==> src/rtl/backoff_timer.sv <==
module backoff_timer #(
  parameter int SLOT_BITS = 512,
  parameter int K_MAX     = 10,
  parameter int N_W       = 5,
  parameter int LFSR_W    = 16,
  parameter logic [LFSR_W-1:0] LFSR_TAPS = 16'hB400
) (
  input  logic             clk,
  input  logic             rst_n,
  input  logic             start,
  input  logic [N_W-1:0]   attempt,
  input  logic             bit_tick,
  input  logic             defer_mode,
  input  logic             carrier,
  output logic [K_MAX-1:0] slots_drawn,
  output logic             done
);
  localparam int BW = (SLOT_BITS > 1) ? $clog2(SLOT_BITS) : 1;

  logic [LFSR_W-1:0] lfsr;
  logic [K_MAX-1:0]  slots_left, mask, draw_now;
  logic [BW-1:0]     bit_cnt;
  logic [N_W-1:0]    k;
  logic              busy, cnt_en, slot_end;

  assign k        = (attempt > N_W'(K_MAX)) ? N_W'(K_MAX) : attempt;
  assign mask     = ~({K_MAX{1'b1}} << k);
  assign draw_now = lfsr[K_MAX-1:0] & mask;
  assign cnt_en   = busy && bit_tick && !(defer_mode && carrier);
  assign slot_end = bit_cnt == BW'(SLOT_BITS - 1);

  always_ff @(posedge clk) begin
    if (!rst_n) begin
      lfsr        <= LFSR_W'(1);
      slots_drawn <= '0;
      slots_left  <= '0;
      bit_cnt     <= '0;
      busy        <= 1'b0;
      done        <= 1'b0;
    end else begin
      lfsr <= {1'b0, lfsr[LFSR_W-1:1]} ^ (lfsr[0] ? LFSR_TAPS : '0);
      if (start) begin
        slots_drawn <= draw_now;
        slots_left  <= draw_now;
        bit_cnt     <= '0;
        busy        <= draw_now != '0;
        done        <= draw_now == '0;
      end else if (cnt_en) begin
        if (slot_end) begin
          bit_cnt    <= '0;
          slots_left <= slots_left - 1'b1;
          if (slots_left == K_MAX'(1)) begin
            busy <= 1'b0;
            done <= 1'b1;
          end
        end else begin
          bit_cnt <= bit_cnt + 1'b1;
        end
      end
    end
  end

  a_r2_draw_in_range: assert property (@(posedge clk) disable iff (!rst_n)
    start |=> (slots_drawn & ~$past(mask)) == '0);
  a_r4_zero_draw_done: assert property (@(posedge clk) disable iff (!rst_n)
    start |=> (done == (slots_drawn == '0)));
  a_r6_freeze_on_carrier: assert property (@(posedge clk) disable iff (!rst_n)
    (busy && !start && defer_mode && carrier) |=> $stable(bit_cnt) && $stable(slots_left));
  a_r8_done_holds: assert property (@(posedge clk) disable iff (!rst_n)
    (done && !start) |=> done);
  a_r3_done_after_tick: assert property (@(posedge clk) disable iff (!rst_n)
    ($rose(done) && !$past(start)) |-> $past(bit_tick));
  a_r3_no_overflow: assert property (@(posedge clk) disable iff (!rst_n)
    busy |-> (slots_left != '0 && !done));
endmodule

==> config.mk <==
export PLATFORM = sky130hd
export DESIGN_NAME = backoff_timer
export DESIGN_NICKNAME = d
export VERILOG_FILES = /design/src/rtl/backoff_timer.sv
export SDC_FILE = /design/constraint.sdc
export NUM_CORES = 1
export LEC_CHECK = 0
export BUFFER_PORTS_ARGS = -buffer_cell sky130_fd_sc_hd__buf_2
export CAP_MARGIN = 20
export CORE_MARGIN = 2
export CORE_UTILIZATION = 57
export DETAILED_ROUTE_END_ITERATION = 8
export GPL_TIMING_DRIVEN = 0
export PLACE_DENSITY = 0.75
export SLEW_MARGIN = 20
export SYNTH_ARGS = -nofsm -noshare
export SYNTH_HDL_FRONTEND = slang
export SYNTH_SLANG_ARGS = --single-unit
==> constraint.sdc <==
create_clock -name clk -period 2.8 [get_ports clk]
set_clock_uncertainty 0.05 [all_clocks]
set_input_delay 0.28 -clock clk [delete_from_list [all_inputs] [get_ports clk]]
set_output_delay 0.28 -clock clk [all_outputs]
set_load 0.02 [all_outputs]
==> summary.md, run 1 <==
| Metric | Value |
|---|---|
| H-tree lvl count | 2 |
| Number of max-cap violations | 0 |
| Fin crit period | 2538 ps |
| Post-CTS setup buffer count | 0 |
| Number of synthesized register bits | 47 |
| Worst Path Required | 2950 ps |
| Netlist cell types | 49 |
| Syn avg cell area | between 8 and 9 sq um |
| Total GRT Usage | 22.95% |
| Worst skew pair latency | 300 ps |
| CP delay by family, top | simple AND/OR/NAND/NOR gates |
| Fin. Hold Viols | 0 |
| Core Area | 3606 sq um |
| Initial antenna violation count | 0 |
| Max-slew violation count | 0 |
| Hold Crit Class | in -> reg |
| TNS Setup | 0 ps |
| CTS Buf Count | 5 |
| Routed Antenna Nets | 0 |
| # fillers | 316 |
| Die H | 64.58 um |
| Routed vias/inst | around 5.7 |
| Cell mode on critical path | ha_1 |
| Number of synthesized flops with an enable pin | 0 |
| Fmax | 0.3940 GHz |
| Utilization after layout | between 60% and 70% |
| Initial DRC count | 101 |
| Synthesis-to-layout area growth | 13.70% |
| Vias post-DR | 1762 |
| Die ar. | between 4000 and 5000 sq um |
| Slew HR | about three fifths |
| Final setup vio count | 0 |
| Fin cells | 308 |
| First-pass GRT wire length | 7417 um |
| CTS sink cnt | 47 |
| Synth Flop Type | dfxtp_1 |
| PnR Total Power | 0.001390 W |
| DR pass1 iterations | 4 |
| Largest net degree at the start of global routing | 16 |
| Setup crit start kind | register |
| Clock buffer depth | 2 |
| Crit-path max cell delay | 480 ps |
| Hold-fix buffers, CTS | 0 |
| Dpl hpwl | approximately 3200 um |
| Nets | 274 |
| Commonest cells after routing, fill and taps aside | 47 x dfxtp_1, 26 x nor2_1, 19 x buf_2 |
| Post-CTS sizing | 0 |
| Yosys synthesis warning count | 0 |
| Number of global-route vias before repair | 1595 |
| Worst-path cell chain | ha_1, nand3_1, nor2_1, ha_1, or4b_1, nor3_1, a31oi_1, o311a_1 |
| Peak VDD IR | approximately 0.00043 V |
| Dpl cells | 300 |
| Remaining Overflow, GRT | 0 |
| Die X | 64.58 um |
| PD cells | roughly 580 nW/um^2 |
| Async SR Flop Fraction | 0% |
| Final Cycle Share | 90.66% |
| Residual DRC count | 0 |
| DR WL/cell | 14.23 um |
| Clk pin slew, worst setup/hold paths | 90 ps |
| Clock root cell | clkbuf_8 |
| Pleak | around 0.90 nW |
| CTS tree | done |
| Detailed Route WL | 4383 um |
| CP max-delay cell | or4b_1 |
| Sequential area share after synthesis | between 40% and 50% |
| Starting Density | 58.02% |
| Port bufs | 18 |
| Crit path max fanout | 6 |
| Hold slack | around 310 ps |
| Commonest non-fill, non-tap cell in the layout | dfxtp_1 |
| Outcome | complete, no violations |
| Syn nets | 249 |
| Share of cells above drive strength 1 | 12.31% |
| Placement Rows | 22 |
| WS Path Type | reg -> reg |
| Post-Syn Area | 2092 sq um |
| Cells after Synth | 234 |
| Arr. time, crit path | 2680 ps |
| Placer congestion estimate | 0.8447 |
| Crit end category | register |
| Worst-Margin Slew | just over 600 ps |
| WP buf/inv | 0 |
| Antenna Cells | 0 |
| # IOs | 22 |
| RSZ-0062 raised after global routing | false |
-- where the power goes --
group          internal, W  total (W)  switching, W
logic            0.0000426   0.000108     0.0000652
clock network     0.000356   0.000583      0.000227
registers         0.000686   0.000699     0.0000133
total              0.00108    0.00139      0.000306
-- layout make-up --
class | count | area (sq um) | share of cell area, %
Buffer | 13 | 57.56 | 2.420
Clock buffer | 5 | 68.82 | 2.893
Clock inverter | 3 | 67.56 | 2.841
Inverter | 6 | 22.52 | 0.9469
Multi-Input combinational cell | 168 | 1071 | 45.03
Sequential cell | 47 | 940.9 | 39.56
Tap cell | 48 | 60.06 | 2.525
Timing Repair Buffer | 18 | 90.09 | 3.787
-- synth_stat cells (3+ instances only) --
| cell type | number | area [sq um] |
|---|---|---|
| nand2_1 | 14 | 52.55 |
| a31oi_1 | 4 | 25.02 |
| nand4_1 | 7 | 43.79 |
| clkbuf_1 | 9 | 33.78 |
| ha_1 | 4 | 50.05 |
| nor4_1 | 6 | 37.54 |
| inv_1 | 6 | 22.52 |
| dfxtp_1 | 47 | 940.9 |
| nor2_1 | 26 | 97.59 |
| nand3_1 | 6 | 30.03 |
| nor3_1 | 4 | 20.02 |
| and2_1 | 15 | 93.84 |
| xnor2_1 | 13 | 113.9 |
| a21oi_1 | 10 | 50.05 |
| and3_1 | 4 | 25.02 |
| nor4b_1 | 3 | 26.28 |
| o21ai_0 | 9 | 45.04 |
| mux2i_1 | 6 | 60.06 |
| nand2b_1 | 3 | 18.77 |
-- through the flow --
step           area (sq um)  setup slack, ps
2_1_floorplan          2092            600.4
3_3_place_gp           2242            301.5
3_5_place_dp           2242            297.8
4_1_cts                2379            275.4
5_1_grt                2379            30.33
6_report               2379            261.6
-- layer usage --
| metal | vias up | global-route usage (%) | share of wire (%) |
|---|---|---|---|
| li1 | 879 | - | - |
| met1 | 830 | 30.03 | 47 |
| met2 | 47 | 38.28 | 47 |
| met3 | 6 | 5.208 | 4.8 |
| met4 | 0 | 6.117 | 1.1 |
| met5 | - | 0 | 0 |
-- cells by family after synthesis --
family	share of synthesized area, %
flops	44.98
mux	2.871
compound gates	14.05
xor+xnor	6.280
buf+inv	3.827
simple gates	25.60
fa+ha+maj	2.392
-- worst min-delay path, stage by stage --
cell and delay, ps:
buf_2 130, o21ai_0 60, o21ba_2 150
-- final timing paths --
check	from	endpoint	slack (ps)	cells past startpoint
max reg2reg	bit_cnt[0]	slots_left[9]	260	8
max	bit_cnt[0]	slots_left[9]	260	8
min	rst_n	slots_left[8]	310	3
min reg2reg	lfsr[10]	lfsr[9]	400	1
-- registers in the layout, summed over array words and instances, names as in the netlist --
name	count
done	1
slots_drawn	10
slots_left	10
busy	1
bit_cnt	9
lfsr	16
No activity file was read; power rests on OpenSTA's default activity.
==> run 2, diff against run 1 <==
--- a/config.mk
+++ b/config.mk
@@ -11,7 +11,9 @@
 export CORE_UTILIZATION = 57
 export DETAILED_ROUTE_END_ITERATION = 8
 export GPL_TIMING_DRIVEN = 0
-export PLACE_DENSITY = 0.75
+export PLACE_DENSITY_LB_ADDON = 0.05
+export SETUP_SLACK_MARGIN = 0.05
+export SKIP_LAST_GASP = 1
 export SLEW_MARGIN = 20
 export SYNTH_ARGS = -nofsm -noshare
 export SYNTH_HDL_FRONTEND = slang
==> run 2 against run 1 <==
Net effect: first-iteration DRC count up 16%; critical path depth unchanged; wire length up 0.18%; total power down 0.12%; largest power group unchanged; highest routed layer unchanged.
==> summary.md, run 2 (same netlist as run 1, synthesis figures left out) <==
| Metric | Value |
|---|---|
| Commonest cells after routing, fill and taps aside | 47 x dfxtp_1, 26 x nor2_1, 19 x buf_2 |
| Worst skew pair latency | 300 ps (about the same) |
| Share of cells above drive strength 1 | 12.69% (+0.38 points) |
| Max-slew violation count | 0 (unchanged) |
| Fin crit period | 2406 ps (-132.3 ps) |
| Hold Crit Class | in -> reg |
| Worst-path cell chain | ha_1, nand3_1, nor2_1, ha_1, or4b_1, nor3_2, a31oi_1, o311a_1 |
| Die ar. | 4171 sq um (unchanged) |
| Crit path max fanout | 6 (unchanged) |
| Residual DRC count | 0 (unchanged) |
| CTS tree | done |
| DR pass1 iterations | 4 (unchanged) |
| H-tree lvl count | 2 (unchanged) |
| Clock root cell | clkbuf_8 |
| Routed Antenna Nets | 0 (unchanged) |
| TNS Setup | 0 ps (unchanged) |
| Port bufs | 18 (unchanged) |
| Commonest non-fill, non-tap cell in the layout | dfxtp_1 |
| CTS sink cnt | 47 (unchanged) |
| Hold Path Stages | 3 (unchanged) |
| PD cells | 582.0 nW/um^2 (-0.43%) |
| Starting Density | 58.02% (unchanged) |
| Hold slack | 305.4 ps (-3.875 ps) |
| Peak VDD IR | 0.0004171 V (-2.8%) |
| First-pass GRT wire length | 7665 um (+3.3%) |
| Max reg flops | 16 (unchanged) |
| Synthesis-to-layout area growth | 14.06% |
| PnR Total Power | 0.001389 W (-0.12%) |
| Cell mode on critical path | ha_1 |
| Initial antenna violation count | 0 (unchanged) |
| Total GRT Usage | 23.90% (+0.94 points) |
| Fin. Hold Viols | 0 (unchanged) |
| Pleak | 0.9046 nW (+0.36%) |
| Core Area | 3606 sq um (unchanged) |
| Placement Rows | 22 (unchanged) |
| Die X | 64.58 um (unchanged) |
| Worst-Margin Slew | 597.6 ps (-15.71 ps) |
| Routed vias/inst | 5.601 (-2.1%) |
| R2r worst-path depth | 8 (unchanged) |
| Number of global-route vias before repair | 1654 (+3.7%) |
| Outcome | complete, no violations |
| Remaining Overflow, GRT | 0 (unchanged) |
| Reg with most FFs | lfsr |
| Dpl hpwl | 3264 um (+2.6%) |
| DR WL/cell | 14.26 um (+0.18%) |
| Fmax | 0.4156 GHz (+5.5%) |
| Crit end category | register |
| Crit-path max cell delay | 500 ps (+20 ps) |
| Number of max-cap violations | 0 (unchanged) |
| Final setup vio count | 0 (unchanged) |
| CTS Buf Count | 5 (unchanged) |
| RSZ-0062 raised after global routing | false |
| Antenna Cells | 0 (unchanged) |
| # IOs | 22 (unchanged) |
| Nets | 274 (unchanged) |
| Final Cycle Share | 85.93% (-4.7 points) |
| Arr. time, crit path | 2550 ps (-130 ps) |
| Post-CTS setup buffer count | 0 (unchanged) |
| Initial DRC count | 117 (+16%) |
| Worst Path Required | 2940 ps (about the same) |
| Largest net degree at the start of global routing | 15 (-1) |
| Detailed Route WL | 4391 um (+0.18%) |
| Largest regs | lfsr x16, slots_drawn x10, slots_left x10 |
| Placer congestion estimate | 0.8279 (-2.0%) |
| WS Path Type | reg -> reg |
| Clk pin slew, worst setup/hold paths | 90 ps (about the same) |
| Die H | 64.58 um (unchanged) |
| Slew HR | 60.16% (+1.0 points) |
| Setup crit start kind | register |
| Vias post-DR | 1725 (-2.1%) |
| Clock buffer depth | 2 (unchanged) |
| CP max-delay cell | or4b_1 |
==> run 2: worst paths after layout <==
check	slack, ps	end	start
min	310	slots_left[8]	rst_n
max	390	slots_left[9]	bit_cnt[0]
max reg2reg	390	slots_left[9]	bit_cnt[0]
min reg2reg	390	lfsr[11]	lfsr[12]
==> run 2: layer usage <==
layer  global-route usage, %  up-vias  routed length [um]
met4                   9.043        0                  61
met1                   32.08      809                2111
met2                   38.02       32                2035
met5                       0        -                   0
met3                   4.861        7                 183
li1                        -      877                   -
==> run 2: repair_timing <==
item	in CTS	in global routing
resized for setup	0	2
endpoints found under the setup margin	0	3
hold buffers	0	0
==> run 2: critical path: cells and delay by family, from the launching register on <==
| family | cells | cell delay (ps) |
|---|---|---|
| AO/OA/AOI/OAI | 2 | 430 |
| flip-flops | 1 | 380 |
| adder cells (fa/ha/maj) | 2 | 470 |
| AND/OR/NAND/NOR | 4 | 960 |
==> run 2: power by group <==
group          total [W]  internal (W)  switching [W]
sequential      0.000699      0.000686      0.0000131
clock           0.000582      0.000357       0.000225
combinational   0.000108     0.0000426      0.0000649
==> run 2: metrics by stage <==
step / cells / setup slack [ps] / utilization [%] / cell area (sq um)
after floorplan: 234 / 600.4 / - / 2092
after global placement: 300 / 242.8 / 62.18 / 2242
after detailed placement: 300 / 219.3 / 62.18 / 2242
after CTS: 308 / 199.3 / 65.86 / 2375
after global routing: 308 / 193.0 / 66.17 / 2386
final: 308 / 393.9 / 66.17 / 2386
==> run 2: area by class of cell <==
cell class | instances | area, sq um
inverter | 6 | 22.52
timing repair buffer | 18 | 90.09
tap | 48 | 60.06
clock buffer | 6 | 72.57
sequential | 47 | 940.9
fill | 338 | 1220
clock inverter | 2 | 60.06
buffer | 13 | 57.56
multi-input combinational | 168 | 1082
